`src/rtl/hz_pkg.sv`:
```
package hz_pkg;

    typedef enum logic [1:0] {
        SEL_RF    = 2'b00,
        SEL_MEMWB = 2'b01,
        SEL_EXMEM = 2'b10
    } byp_sel_e;

    typedef enum logic {
        ILK_FLOW = 1'b0,
        ILK_HELD = 1'b1
    } ilk_state_e;

    localparam int unsigned NUM_OPERANDS = 2;

endpackage

```
`src/rtl/hz_bypass_pick.sv`:
```
module hz_bypass_pick
    import hz_pkg::*;
#(
    parameter int unsigned REG_ADDR_W = 5
) (
    input  logic [REG_ADDR_W-1:0] src,
    input  logic [REG_ADDR_W-1:0] exmem_rd,
    input  logic                  exmem_we,
    input  logic [REG_ADDR_W-1:0] memwb_rd,
    input  logic                  memwb_we,
    output byp_sel_e              sel
);

    localparam logic [REG_ADDR_W-1:0] ZERO_REG = '0;

    logic ex_hit;
    logic wb_hit;

    always_comb begin
        ex_hit = exmem_we && (exmem_rd != ZERO_REG) && (exmem_rd == src);
        wb_hit = memwb_we && (memwb_rd != ZERO_REG) && (memwb_rd == src);
    end

    // Younger producer (execute/memory) wins over memory/write-back.
    always_comb begin
        unique casez ({ex_hit, wb_hit})
            2'b1?:   sel = SEL_EXMEM;
            2'b01:   sel = SEL_MEMWB;
            default: sel = SEL_RF;
        endcase
    end

endmodule

```
`src/rtl/hz_loaduse_detect.sv`:
```
module hz_loaduse_detect #(
    parameter int unsigned REG_ADDR_W = 5
) (
    input  logic [REG_ADDR_W-1:0] dec_src1,
    input  logic [REG_ADDR_W-1:0] dec_src2,
    input  logic [REG_ADDR_W-1:0] ld_dest,
    input  logic                  ld_valid,
    output logic                  hazard
);

    logic hit_src1;
    logic hit_src2;

    always_comb begin
        hit_src1 = (ld_dest == dec_src1);
        hit_src2 = (ld_dest == dec_src2);
        hazard   = ld_valid && (hit_src1 || hit_src2);
    end

endmodule

```
`src/rtl/hz_interlock_fsm.sv`:
```
module hz_interlock_fsm
    import hz_pkg::*;
(
    input  logic clk,
    input  logic rst_n,
    input  logic hazard,
    output logic hold,
    output logic squash
);

    ilk_state_e state_q;
    ilk_state_e state_d;

    // State register
    always_ff @(posedge clk or negedge rst_n) begin
        if (!rst_n) begin
            state_q <= ILK_FLOW;
        end else begin
            state_q <= state_d;
        end
    end

    // Next state
    always_comb begin
        state_d = state_q;
        unique case (state_q)
            ILK_FLOW: if (hazard) state_d = ILK_HELD;
            ILK_HELD: state_d = ILK_FLOW;
            default:  state_d = ILK_FLOW;
        endcase
    end

    // Outputs
    always_comb begin
        hold   = 1'b0;
        squash = 1'b0;
        unique case (state_q)
            ILK_FLOW: begin
                hold   = hazard;
                squash = hazard;
            end
            ILK_HELD: begin
                hold   = 1'b0;
                squash = 1'b0;
            end
            default: begin
                hold   = 1'b0;
                squash = 1'b0;
            end
        endcase
    end

endmodule

```
`src/rtl/hz_forward_unit.sv`:
```
module hz_forward_unit
    import hz_pkg::*;
#(
    parameter int unsigned REG_ADDR_W = 5
) (
    input  logic                  clk,
    input  logic                  rst_n,
    input  logic [REG_ADDR_W-1:0] ifid_rs,
    input  logic [REG_ADDR_W-1:0] ifid_rt,
    input  logic [REG_ADDR_W-1:0] idex_rs,
    input  logic [REG_ADDR_W-1:0] idex_rt,
    input  logic                  idex_mem_read,
    input  logic [REG_ADDR_W-1:0] exmem_rd,
    input  logic                  exmem_reg_write,
    input  logic [REG_ADDR_W-1:0] memwb_rd,
    input  logic                  memwb_reg_write,
    output logic [1:0]            fwd_a,
    output logic [1:0]            fwd_b,
    output logic                  stall_fe,
    output logic                  bubble_id
);

    logic [REG_ADDR_W-1:0] op_src [NUM_OPERANDS];
    byp_sel_e              op_sel [NUM_OPERANDS];
    logic                  lu_hazard;

    always_comb begin
        op_src[0] = idex_rs;
        op_src[1] = idex_rt;
    end

    for (genvar g = 0; g < NUM_OPERANDS; g++) begin : g_op
        hz_bypass_pick #(
            .REG_ADDR_W(REG_ADDR_W)
        ) u_pick (
            .src      (op_src[g]),
            .exmem_rd (exmem_rd),
            .exmem_we (exmem_reg_write),
            .memwb_rd (memwb_rd),
            .memwb_we (memwb_reg_write),
            .sel      (op_sel[g])
        );
    end

    hz_loaduse_detect #(
        .REG_ADDR_W(REG_ADDR_W)
    ) u_detect (
        .dec_src1 (ifid_rs),
        .dec_src2 (ifid_rt),
        .ld_dest  (idex_rt),
        .ld_valid (idex_mem_read),
        .hazard   (lu_hazard)
    );

    hz_interlock_fsm u_fsm (
        .clk    (clk),
        .rst_n  (rst_n),
        .hazard (lu_hazard),
        .hold   (stall_fe),
        .squash (bubble_id)
    );

    assign fwd_a = op_sel[0];
    assign fwd_b = op_sel[1];

endmodule

```
`config.mk`:
```
export PLATFORM = sky130hd
export DESIGN_NAME = hz_forward_unit
export DESIGN_NICKNAME = d
export VERILOG_FILES = /design/src/rtl/hz_pkg.sv /design/src/rtl/hz_bypass_pick.sv /design/src/rtl/hz_loaduse_detect.sv /design/src/rtl/hz_interlock_fsm.sv /design/src/rtl/hz_forward_unit.sv
export SDC_FILE = /design/constraint.sdc
export NUM_CORES = 1
export LEC_CHECK = 0
export ABC_CLOCK_PERIOD_IN_PS = 850
export BUFFER_PORTS_ARGS = -buffer_cell sky130_fd_sc_hd__buf_2
export CAP_MARGIN = 20
export CORE_AREA = 2 2 39 41
export CTS_BUF_LIST = sky130_fd_sc_hd__clkbuf_8
export CTS_CLUSTER_DIAMETER = 100
export DETAILED_ROUTE_END_ITERATION = 12
export DIE_AREA = 0 0 41 43
export HOLD_SLACK_MARGIN = 0.06
export PLACE_DENSITY = 0.79
export SLEW_MARGIN = 20
export SYNTH_ARGS = -nofsm -noshare
export SYNTH_HDL_FRONTEND = slang
export SYNTH_HIERARCHICAL = 1
export SYNTH_SLANG_ARGS = --single-unit
```
`constraint.sdc`:
```
create_clock -name clk -period 0.85 [get_ports clk]
set_input_delay 0.085 -clock clk [delete_from_list [all_inputs] [get_ports clk]]
set_output_delay 0.085 -clock clk [all_outputs]
set_load 0.005 [all_outputs]
```
==> reports/results.tsv <==
metric	value	unit
status	complete, but fails checks	
failing checks	negative setup slack	
xor/xnor share of the synthesized area	49.2	%
Final Hold Violating Endpoints	0	
Final Critical Period	1.12	ns
CP Depth	5	
slew margin rel.	77.3	%
vias	646	
Top reg by flops	u_fsm/state_q	
starting density of the core	33.5	%
Slowest-stage cell, CP	o41ai_4	
Post-layout nets	138	
WP data arrival	1.04	ns
Synth Area in Simple Gates	27.8	%
Mean Syn Cell Area	7.98	um^2
latest clock arrival within the worst-skew pair	0	ns
worst path cell trace	buf_12 -> o41ai_4 -> a211oi_2 -> nor3_2 -> buf_2	
Die W	41	um
required time worst endpoint	0.76	ns
Die ar.	1760	um^2
Synthesis Warnings	6	
DRC	0	
M1 wire length	769	um
startpoint types	primary input	
synth top area cells	xnor2_1 38%, xor2_1 11%, o41ai_2 7.0%	
Mapped Nets	93	
antenna diode instance count	0	
Final ANT Viol Nets	0	
commonest non-fill, non-tap cells in the layout	19 x buf_2, 15 x buf_6, 13 x xnor2_2	
dpl hpwl	1.15	mm
grt ovf	0	
RSZ-0062 raised after global routing	yes	
layout cell share with drive strength beyond 1	69.3	%
WP buf/inv	2	
R2R Path Start	u_fsm/state_q	
Top Layer Used	met4	
met3 WL	167	um
Die Ht	43	um
vias in the first global route	607	
Slew Limit Fails	0	
upper clock frequency limit	891	MHz
initial antenna violation count	0	
Final Skew	0	ns
met2 wire length	1.03	mm
Largest regs	u_fsm/state_q (1)	
CP top delay family	compound AO/OA/AOI/OAI gates	
period utilization	132	%
synth unique cells	16	
most common cell after layout, fill and taps aside	buf_2	
Seq/Total Area, Yosys	5.41	%
worst slew pin tran	0.338	ns
area fraction in compound gates after synthesis	15.9	%
worst hold margin	0.393	ns
Area Overhead vs Synth	131	%
global-route wire length before repair	2.58	mm
Cells after Synth	58	
first-iteration detailed-routing DRC count	12	
post-synth top area cell	xnor2_1	
multiplexer share of the synthesized area	0	%
routed wire length	2.03	mm
maximum resistive drop on vdd	356	uV
Setup CP Type	primary input to output pin	
Placeable Area	1380	um^2
top cell type's share of synthesized area	37.8	%
number of max-cap violations	0	
crit path max fanout	4	
Worst Setup SP	exmem_rd[3]	
number of synthesized register bits	1	
adder-cell share of the synthesized area	0	%
R2R setup slack	0.19	ns
# rows	14	
Finish-stage setup viols	7	
CP Capture Type	output pin	
leakage	0.469	nW
Placer Congestion	0.618	
Detailed Routing Iterations Pass 1	3	
Syn Std Cell Area	463	um^2
number of flip-flops in the largest register	1	
PnR worst setup slack	-0.272	ns
pre-CTS WS	-0.257	ns
Largest stage delay, worst path	0.37	ns
Worst Reg-to-Reg Cells	2	
Core Util, Final	77.1	%
Hold Crit Class	primary input to asynchronous set/reset pin	
largest net degree at the start of global routing	7	
drt wl/cell	17.3	um
IO Port Bufs	40	
P per Cell Area	555	nW/um^2
worst flop-to-flop path endpoint	u_fsm/state_q	
CTS clk-pin slew, worst paths	0	ns
vias per inst	5.52	
largest family of logic cells by synthesized area	XOR/XNOR gates	
overall routing resource usage	20.8	%
I/O pin count	41	
CP Capture Point	fwd_a[0]	
==> cells by family after synthesis <==
kind of cell / Yosys count
flip-flops: 1
buffers and inverters: 1
XOR/XNOR: 26
AND/OR/NAND/NOR: 23
AO/OA/AOI/OAI: 7
==> timing repair <==
| item | in CTS | in global routing |
|---|---|---|
| endpoints found under the hold margin | 1 | 0 |
| gates cloned | 0 | 0 |
| hold buffers | 1 | 0 |
| setup buffers | 0 | 1 |
| endpoints found under the setup margin | 7 | 7 |
| resized for setup | 50 | 25 |
| pin swaps | 27 | 16 |
==> synth_stat cells <==
master / n
a211oi_2: 2
nor3_2: 2
dfrtp_1: 1
o41ai_2: 2
nor2b_4: 1
nor4_1: 2
nand3_1: 4
a21oi_1: 2
nor3_1: 4
buf_4: 1
o22ai_1: 1
xnor2_1: 20
nor2_1: 2
nand4_1: 2
nand2_1: 6
xor2_1: 6
==> stage by stage <==
step	area [um^2]	setup TNS [ns]	power (W)	instances
4_1_cts	926	-0.720	0.000497	116
2_1_floorplan	463	0	0.000206	58
3_5_place_dp	691	-1.25	0.000370	115
3_3_place_gp	691	-1.09	0.000361	115
5_1_grt	1070	-1.58	0.000622	117
6_report	1070	-1.16	0.000593	117
==> area by class of cell <==
| cell class | count | area [um^2] |
|---|---|---|
| flip-flops and latches | 1 | 25.0 |
| well taps | 16 | 20.0 |
| repair buffers | 44 | 414 |
| fillers | 84 | 317 |
| multi-input cells | 56 | 608 |
==> layer usage <==
| layer | vias to the layer above | track usage [%] |
|---|---|---|
| met5 | - | 0 |
| met4 | 0 | 0 |
| li1 | 296 | - |
| met3 | 6 | 1.05 |
| met1 | 306 | 21.9 |
| met2 | 38 | 42.8 |
==> report_power, final <==
group          total (W)  internal (W)  switching (W)  leakage (nW)
clock network          0             0              0             0
logic           0.000541      0.000316       0.000225         0.455
registers      0.0000514     0.0000502     0.00000122        0.0139
==> how the worst min path moves through the flow <==
| stage | from | end | depth (start not counted) |
|---|---|---|---|
| 6_report | rst_n | u_fsm/state_q | 2 |
| 3_3_place_gp | rst_n | u_fsm/state_q | 1 |
| 2_1_floorplan | rst_n | u_fsm/state_q | 0 |
| 4_1_cts | rst_n | u_fsm/state_q | 2 |
| 5_1_grt | rst_n | u_fsm/state_q | 2 |
| 3_5_place_dp | rst_n | u_fsm/state_q | 1 |
==> worst reg2reg max path, stage by stage, from the launching register on <==
cell and delay, ns:
dfrtp_1 0.37, nor2b_4 0.13, buf_6 0.09
No activity file was read; power rests on OpenSTA's default activity.
